==> src/rtl/qbio_pkg.sv <==
package qbio_pkg;
  // Write strobes from the decoder to the datapath, one per register.
  typedef struct packed {
    logic portWr;
    logic syncWr;
    logic dacWr;
  } regStrobe_t;

  // Bit positions in the sync control register (decoded by neighbours).
  localparam int unsigned SYNC_HEN_BIT  = 7;
  localparam int unsigned SYNC_VEN_BIT  = 6;
  localparam int unsigned SYNC_HPOL_BIT = 1;
  localparam int unsigned SYNC_VPOL_BIT = 0;
endpackage

==> src/rtl/qbio_ctrl.sv <==
module qbio_ctrl
  import qbio_pkg::*;
#(
  parameter int unsigned ADDR_W    = 4,
  parameter int unsigned DATA_W    = 8,
  parameter int unsigned PORT_ADDR = 0,
  parameter int unsigned SYNC_ADDR = 7,
  parameter int unsigned DAC_ADDR  = 15
) (
  input  logic              clk,
  input  logic              rst,
  input  logic [ADDR_W-1:0] busAddr,
  input  logic              busWr,
  input  logic [DATA_W-1:0] portRead,
  input  logic [DATA_W-1:0] syncRead,
  output regStrobe_t        strobe,
  output logic [DATA_W-1:0] busRdata
);
  localparam logic [ADDR_W-1:0] PORT_SEL = ADDR_W'(PORT_ADDR);
  localparam logic [ADDR_W-1:0] SYNC_SEL = ADDR_W'(SYNC_ADDR);
  localparam logic [ADDR_W-1:0] DAC_SEL  = ADDR_W'(DAC_ADDR);

  logic hitPort, hitSync, hitDac;

  always_comb begin
    hitPort = (busAddr == PORT_SEL);
    hitSync = (busAddr == SYNC_SEL);
    hitDac  = (busAddr == DAC_SEL);
  end

  always_comb begin
    strobe.portWr = busWr & hitPort;
    strobe.syncWr = busWr & hitSync;
    strobe.dacWr  = busWr & hitDac;
  end

  // Enable register is write-only; it and unmapped space read as ones.
  always_comb begin
    if (hitPort)      busRdata = portRead;
    else if (hitSync) busRdata = syncRead;
    else              busRdata = '1;
  end

  // at most one register is written per cycle.
  p_strobe_onehot_r10: assert property (@(posedge clk) disable iff (rst)
    $onehot0({strobe.portWr, strobe.syncWr, strobe.dacWr}));
endmodule

==> src/rtl/qbio_datapath.sv <==
module qbio_datapath
  import qbio_pkg::*;
#(
  parameter int unsigned PIN_W      = 8,
  parameter int unsigned DAC_N      = 6,
  parameter int unsigned SYNC_DEPTH = 2
) (
  input  logic             clk,
  input  logic             rst,
  input  regStrobe_t       strobe,
  input  logic [PIN_W-1:0] busWdata,
  input  logic [DAC_N-1:0] dacIn,
  input  logic             vsyncSrc,
  input  logic             hsyncSrc,
  input  logic             hsyncIn,
  input  logic             vsyncIn,
  input  logic             hPolIn,
  input  logic             vPolIn,
  input  logic [PIN_W-1:0] padIn,
  output logic [PIN_W-1:0] padDriveLow,
  output logic [PIN_W-1:0] padDriveHigh,
  output logic [PIN_W-1:0] padPullUp,
  output logic [PIN_W-1:0] portRead,
  output logic [PIN_W-1:0] syncRead,
  output logic             hPolOut,
  output logic             vPolOut
);
  localparam int unsigned VS_PIN  = DAC_N;
  localparam int unsigned HS_PIN  = DAC_N + 1;
  localparam int unsigned STAT_W  = 6;
  localparam int unsigned FILL_W  = PIN_W - STAT_W;

  logic [PIN_W-1:0] latchQ;
  logic [PIN_W-1:0] assistQ;
  logic [DAC_N-1:0] dacEnN;
  logic             hEnN, vEnN, hPolQ, vPolQ;
  logic [PIN_W-1:0] altSel, altVal;
  logic [PIN_W-1:0] syncStage [SYNC_DEPTH];

  // Port latch and rising-edge assist.
  always_ff @(posedge clk) begin
    if (rst) begin
      latchQ  <= '1;
      assistQ <= '0;
    end else if (strobe.portWr) begin
      latchQ  <= busWdata;
      assistQ <= busWdata & ~latchQ & ~altSel;
    end else begin
      assistQ <= '0;
    end
  end

  // Alternate-function enables (active low) and sync polarity bits.
  always_ff @(posedge clk) begin
    if (rst) begin
      dacEnN <= '1;
      hEnN   <= 1'b1;
      vEnN   <= 1'b1;
      hPolQ  <= 1'b1;
      vPolQ  <= 1'b1;
    end else begin
      if (strobe.dacWr) dacEnN <= busWdata[DAC_N-1:0];
      if (strobe.syncWr) begin
        hEnN  <= busWdata[SYNC_HEN_BIT];
        vEnN  <= busWdata[SYNC_VEN_BIT];
        hPolQ <= busWdata[SYNC_HPOL_BIT];
        vPolQ <= busWdata[SYNC_VPOL_BIT];
      end
    end
  end

  // Per-pin alternate source selection.
  for (genvar i = 0; i < PIN_W; i++) begin : g_alt
    if (i < DAC_N) begin : g_dac
      assign altSel[i] = ~dacEnN[i];
      assign altVal[i] = dacIn[i];
    end else if (i == VS_PIN) begin : g_vs
      assign altSel[i] = ~vEnN;
      assign altVal[i] = vsyncSrc;
    end else begin : g_hs
      assign altSel[i] = ~hEnN;
      assign altVal[i] = hsyncSrc;
    end
  end

  // Pad control.
  always_comb begin
    for (int i = 0; i < PIN_W; i++) begin
      if (altSel[i]) begin
        padDriveLow[i]  = ~altVal[i];
        padDriveHigh[i] = altVal[i];
        padPullUp[i]    = altVal[i];
      end else begin
        padDriveLow[i]  = ~latchQ[i];
        padDriveHigh[i] = latchQ[i] & assistQ[i];
        padPullUp[i]    = latchQ[i];
      end
    end
  end

  // Pin input synchronizer.
  always_ff @(posedge clk) begin
    if (rst) begin
      for (int s = 0; s < SYNC_DEPTH; s++) syncStage[s] <= '1;
    end else begin
      syncStage[0] <= padIn;
      for (int s = 1; s < SYNC_DEPTH; s++) syncStage[s] <= syncStage[s-1];
    end
  end

  always_comb begin
    portRead = syncStage[SYNC_DEPTH-1];
    syncRead = {{FILL_W{1'b1}}, hsyncIn, vsyncIn, hPolIn, vPolIn, hPolQ, vPolQ};
    hPolOut  = hPolQ;
    vPolOut  = vPolQ;
  end

  // a strong low never overlaps pull-up or strong high.
  p_low_exclusive_r2: assert property (@(posedge clk) disable iff (rst)
    (padDriveLow & (padDriveHigh | padPullUp)) == '0);

  // the assist never lasts two consecutive cycles on one pin.
  p_assist_one_cycle_r3: assert property (@(posedge clk) disable iff (rst)
    (assistQ & $past(assistQ)) == '0);

  // latch holds without a port write strobe.
  p_latch_hold_r10: assert property (@(posedge clk) disable iff (rst)
    !strobe.portWr |=> $stable(latchQ));

  // enable register holds without its strobe.
  p_dacen_hold_r9: assert property (@(posedge clk) disable iff (rst)
    !strobe.dacWr |=> $stable(dacEnN));
endmodule

==> src/rtl/qbio_port.sv <==
module qbio_port
  import qbio_pkg::*;
#(
  parameter int unsigned PIN_W      = 8,
  parameter int unsigned DAC_N      = 6,
  parameter int unsigned ADDR_W     = 4,
  parameter int unsigned PORT_ADDR  = 0,
  parameter int unsigned SYNC_ADDR  = 7,
  parameter int unsigned DAC_ADDR   = 15,
  parameter int unsigned SYNC_DEPTH = 2
) (
  input  logic              clk,
  input  logic              rst,
  input  logic [ADDR_W-1:0] busAddr,
  input  logic              busWr,
  input  logic [PIN_W-1:0]  busWdata,
  output logic [PIN_W-1:0]  busRdata,
  input  logic [DAC_N-1:0]  dacIn,
  input  logic              vsyncSrc,
  input  logic              hsyncSrc,
  input  logic              hsyncIn,
  input  logic              vsyncIn,
  input  logic              hPolIn,
  input  logic              vPolIn,
  input  logic [PIN_W-1:0]  padIn,
  output logic [PIN_W-1:0]  padDriveLow,
  output logic [PIN_W-1:0]  padDriveHigh,
  output logic [PIN_W-1:0]  padPullUp,
  output logic              hPolOut,
  output logic              vPolOut
);
  regStrobe_t       strobe;
  logic [PIN_W-1:0] portRead, syncRead;

  qbio_ctrl #(
    .ADDR_W(ADDR_W), .DATA_W(PIN_W), .PORT_ADDR(PORT_ADDR),
    .SYNC_ADDR(SYNC_ADDR), .DAC_ADDR(DAC_ADDR)
  ) uCtrl (
    .clk(clk), .rst(rst), .busAddr(busAddr), .busWr(busWr),
    .portRead(portRead), .syncRead(syncRead),
    .strobe(strobe), .busRdata(busRdata)
  );

  qbio_datapath #(
    .PIN_W(PIN_W), .DAC_N(DAC_N), .SYNC_DEPTH(SYNC_DEPTH)
  ) uData (
    .clk(clk), .rst(rst), .strobe(strobe), .busWdata(busWdata),
    .dacIn(dacIn), .vsyncSrc(vsyncSrc), .hsyncSrc(hsyncSrc),
    .hsyncIn(hsyncIn), .vsyncIn(vsyncIn), .hPolIn(hPolIn), .vPolIn(vPolIn),
    .padIn(padIn), .padDriveLow(padDriveLow), .padDriveHigh(padDriveHigh),
    .padPullUp(padPullUp), .portRead(portRead), .syncRead(syncRead),
    .hPolOut(hPolOut), .vPolOut(vPolOut)
  );
endmodule

==> config.mk <==
export PLATFORM = sky130hd
export DESIGN_NAME = qbio_port
export DESIGN_NICKNAME = d
export VERILOG_FILES = /design/src/rtl/qbio_pkg.sv /design/src/rtl/qbio_ctrl.sv /design/src/rtl/qbio_datapath.sv /design/src/rtl/qbio_port.sv
export SDC_FILE = /design/constraint.sdc
export NUM_CORES = 1
export LEC_CHECK = 0
export CORE_MARGIN = 1
export CORE_UTILIZATION = 42
export CTS_CLUSTER_DIAMETER = 50
export CTS_CLUSTER_SIZE = 12
export DETAILED_ROUTE_END_ITERATION = 7
export PLACE_DENSITY_LB_ADDON = 0.12
export SYNTH_ARGS = -nofsm -noshare
export SYNTH_HDL_FRONTEND = slang
export SYNTH_SLANG_ARGS = --single-unit
==> constraint.sdc <==
create_clock -name clk -period 1.56 [get_ports clk]
set_input_delay 0.234 -clock clk [delete_from_list [all_inputs] [get_ports clk]]
set_output_delay 0.234 -clock clk [all_outputs]
set_load 0.005 [all_outputs]
**After elaboration in Yosys (flattened, before gate mapping)**

Memories as Yosys holds them, arrays and structs flattened.
Cells that the tools add are included.

- Output and inout port bits: 34
- Memory bits (read-only): 0
- Bits in registers: 26
- Input port bits: 35
- Memories kept: 1
- Latch bits: 0
- Bits in writable memories: 16

Memories:

| name | words | width | rd ports | clocked after Yosys merged registers in | wr ports | RTL line | RTL |
|---|---|---|---|---|---|---|---|
| uData.syncStage | 2 | 8 | 2 | 0 | 2 | qbio_datapath.sv:38 | `logic [PIN_W-1:0] syncStage [SYNC_DEPTH];` |

- Eq/ne operators: 2
- Order comparisons: 0
- $add $sub $neg: 0
- Reductions and logical operators: 2
- Muxes and demuxes: 31
- Bitwise operators: 42
- Multiply operators: 0
- Divide/modulo/power cells: 0
- Shift operators: 0

Operators by type and width:

| kind | number |
|---|---|
| $mux W1 | 27 |
| $not A1 Y1 | 25 |
| $mux W8 | 3 |
| $and A8 B8 Y8 | 2 |
| $not A8 Y8 | 2 |
| $and A1 B1 Y1 | 11 |
| $mux W6 | 1 |
| $eq A4 B3 Y1 const B | 1 |
| $eq A4 B4 Y1 const B | 1 |
| $logic_not A4 Y1 | 1 |
| $or A1 B1 Y1 | 2 |
| $reduce_or A2 Y1 | 1 |

**Logic depth before layout (Yosys ltp)**

- Word-level depth: 4
- Mapped depth: 4

**By module**

A second synthesis with hierarchy kept.

- Cells, all modules: 217
- Area, all modules: 1938.1 sq um

By module, submodules not included:

| module | area each (sq um) | instances | seq. area each (sq um) | cells each |
|---|---|---|---|---|
| qbio_datapath | 1741.7 | 1 | 840.8 | 183 |
| qbio_ctrl | 196.4 | 1 | 0.0 | 34 |

**Worst setup path before layout**

OpenSTA, ideal clock, no wires.

- Kind: input-to-output
- From: in busAddr[2]
- To: out busRdata[6]
- Buffers on the path: 1
- Setup slack: 0.260 ns
- Stages on the path: 3
- Arrival: 1.066 ns
- Data required time: 1.326 ns
- Cell sequence: or3_1 -> clkbuf_1 -> or3_1

- Cells in the longest elaborated chain, start to end: 2

RTL lines:

| what | RTL line | RTL |
|---|---|---|
| from (decl) | qbio_port.sv:14 | `input logic [ADDR_W-1:0] busAddr,` |
| $logic_not A4 Y1 | qbio_ctrl.sv:26 | `hitPort = (busAddr == PORT_SEL);` |
| $mux W8 | qbio_ctrl.sv:39 | `if (hitPort) busRdata = portRead;` |
| to (decl) | qbio_port.sv:17 | `output logic [PIN_W-1:0] busRdata,` |

Every way passes these cells.

**Worst setup path after layout**

- From: reg uData.dacEnN[3]
- To: out padDriveLow[3]

- Cells in the longest elaborated chain, start to end: 1

RTL lines:

| what | RTL line | RTL |
|---|---|---|
| from (decl) | qbio_datapath.sv:35 | `logic [DAC_N-1:0] dacEnN;` |
| from (signal assigned) | qbio_datapath.sv:62 | `if (strobe.dacWr) dacEnN <= busWdata[DAC_N-1:0];` |
| $mux W1 | qbio_datapath.sv:89 | `if (altSel[i]) begin` |
| to (decl) | qbio_port.sv:26 | `output logic [PIN_W-1:0] padDriveLow,` |

Every way passes these cells.

==> impl_metrics.toml <==
[yosys]
synth_cells = 176
synth_sequential_area_ratio_pct = 50.6
yosys_warnings = 0
area_share_of_the_leading_cell_type_in_the_synthesized_netlist_pct = 50.6
count_of_different_cell_masters_after_synthesis = 22
post-synth-top-area-cell = "dfxtp_1"
yosys-top-cells-area = "dfxtp_1, mux2i_1, or2_2"
postSynthRegisterBits = 42
post_synth.cell_area_avg_sq_um = 9.45
syn-num-nets = 211
synth_area_sq_um = 1660

[die]
start_util_pct = 44.7
count_of_standard_cell_rows = 22
ios = 69
die_outline_area_sq_um = 4210
die_y_microns = 64.9
placeableCoreArea_sq_um = 3720
floorplan.die.width_microns = 64.9

[critical_path]
critical_path.max_stage_delay_ps = 350
crit_path_top_delay_cell = "dfxtp_2"
critPathCaptureType = "output pin"
worstPathCellList = "mux2i_2 -> buf_4 -> dlygate4sd2_1"
worst_ep_arrival_time_ps = 1290
timing.critical_path.from_type = "flop"
crit_family = "buffers and inverters"
register_to_register_setup_slack_ps = 660
cp.depth = 3
worstPathRequired_ps = 1330
path_max_fanout = 2
critical_path_buf_inv_count = 2
critPathKind = "flop to output pin"
rr_worst_depth = 2

[outcome]
run_status = "finished clean"

[sta]
timing.final.crit_share_pct = 97.6
setup_viol = 0
timing_max_transition_violations_final = 0
transition_at_the_pin_with_the_smallest_max_transition_slack_ps = 359
relSlewSlack_pct = 76.0
whs_ps = 409
maxClockFrequency_mhz = 657
timing.setup.tns_ps = 0
timing.clock.skew_ps = 4.02
hold_violations = 0
finalCriticalPeriod_ps = 1520

[cells_and_area]
design.final.nets = 312
fin_cells = 326
drive_above_1_share_pct = 35.6
layout.cells.most_common = "clkdlybuf4s50_1"
register_area_sq_um = 861
antenna_cells = 0
filler_cell_count = 301
multi_input_comb_area_sq_um = 796
final_design_area_no_fill_sq_um = 2740
layout-area-overhead-vs-synth_pct = 64.5
mostFrequentLayoutCells = "clkdlybuf4s50_1, dfxtp_1, buf_4, dlygate4sd2_1"

[route]
drtPass1Iterations = 4
avgViaCountPerCell = 4.83
final_antenna_net_count = 0
via_count = 1573
routedWlPerCell_microns = 12.4
routed_wl_mm = 4.05
initialDrtViolationCount = 100
post-route-drc-count = 0

[clock_tree]
htree_levels = 2
cts_made_buffers = 5
clock-root-buffer = "clkbuf_8"
postCtsHoldBufs = 0
numClockSinks = 42
clock_tree_from_tritoncts = "done"
cts.path.max_buffers = 2
clk_latency_ps = 300
clk_transition_reported_paths_ps = 80

[global_route]
grt_pass1_wl_mm = 6.91
antenna_violations_before_repair = 0
first_global_vias = 1513
global_route.usage.total_pct = 21.6
grt.overflow.total = 0
grt_max_degree = 24

[power_and_ir_drop]
net_switching_power_mw = 0.474
intPower_mw = 1.63
power.share.clock_pct = 34.0
leakagePower_nw = 1.18
max-vdd-ir-drop_uv = 654
netSwitchingFraction_pct = 22.6
report.power.total_mw = 2.10
combinationalPowerShare_pct = 13.1
power_density_over_cell_area_nw_per_um2 = 768
seqPwrFrac_pct = 52.8

[placement]
dp.final_hpwl_mm = 2.69
dpl.cell_count = 303
io_buffer_count = 68
place_congestion = 0.803
placed_area_sq_um = 2510

[worst_hold_path]
timing.hold.worst_path_depth = 1
hp-class = "flop to flop"

[flow_run]
drv_cap = 0
-- cell families after synthesis --
| group | synth area share, % |
|---|---|
| DFF | 50.6 |
| AOI/OAI and AO/OA | 11.3 |
| muxes | 8.43 |
| buffers and inverters | 5.87 |
| and+or+nand+nor | 23.9 |
-- final cells by class --
cell class / count / share of cell area, %
multi-input combinational: 110 / 29.1
timing repair buffer: 102 / 31.6
tap: 48 / 2.20
inverter: 16 / 2.20
clock buffer: 6 / 3.02
sequential: 42 / 31.5
clock inverter: 2 / 0.457
-- worst paths after layout --
check / start / to
setup / recovery: uData.dacEnN[3]$_SDFFE_PP1P_ / padDriveLow[3]
hold / removal: uData.syncStage[0][0]$_SDFF_PP1_ / uData.syncStage[0][8]$_SDFF_PP1_
setup reg to reg: uData.dacEnN[4]$_SDFFE_PP1P_ / uData.dacEnN[4]$_SDFFE_PP1P_
hold reg to reg: uData.syncStage[0][0]$_SDFF_PP1_ / uData.syncStage[0][8]$_SDFF_PP1_
-- state kept, by name (all words and copies together) (netlist names) --
name,cells
uData.syncStage,16
uData.dacEnN,6
uData.latchQ,8
uData.vPolOut,1
uData.hPolOut,1
uData.assistQ,8
uData.hEnN,1
uData.vEnN,1
-- synthesized netlist by cell type (all sizes together) --
master / number
mux2i: 14
nor2b: 1
inv: 16
a221o: 4
nand2b: 6
nor4: 1
o22ai: 6
buf: 2
nand2: 11
and3: 13
or3: 3
dfxtp: 42
nand3: 2
a21oi: 8
nor2: 8
a211o: 8
or2: 16
clkbuf: 6
nor3: 9
-- power by group through the flow --
| stage | logic [mW] | clock network [mW] | registers [mW] |
|---|---|---|---|
| after floorplan | 0.0873 | 0 | 1.13 |
| after global placement | 0.257 | 0 | 1.14 |
| after detailed placement | 0.260 | 0 | 1.14 |
| after CTS | 0.278 | 0.730 | 1.11 |
| after global routing | 0.299 | 0.788 | 1.11 |
| final | 0.276 | 0.714 | 1.11 |
-- worst register-to-register path, stage by stage (launching register included) --
cell     delay, ps
dfxtp_2        330
buf_4          140
a221o_1        320
-- metal layers --
layer | share of wire (%) | GRT usage (%) | wire length (microns) | vias up
li1 | - | - | - | 804
met1 | 44 | 25.4 | 1770 | 710
met2 | 49 | 36.2 | 1980 | 52
met3 | 5.4 | 4.93 | 218 | 7
met4 | 2.1 | 11.7 | 84 | 0
met5 | 0 | 0 | 0 | -
-- repair_timing --
| action | in CTS | in global routing |
|---|---|---|
| pin swaps | 3 | 0 |
| endpoints found under the hold margin | 0 | 0 |
| gates resized for setup | 96 | 11 |
| endpoints found under the setup margin | 32 | 8 |
| setup buffers | 17 | 1 |
-- per-stage QoR --
stage / setup slack (ps) / util [%]
CTS: 6.00 / 74.1
finish: 36.9 / 73.6
floorplan: 260 / -
global placement: -605 / 67.5
detailed placement: -631 / 67.5
global route: -5.78 / 73.6
Power figures use the tool's default switching activity.
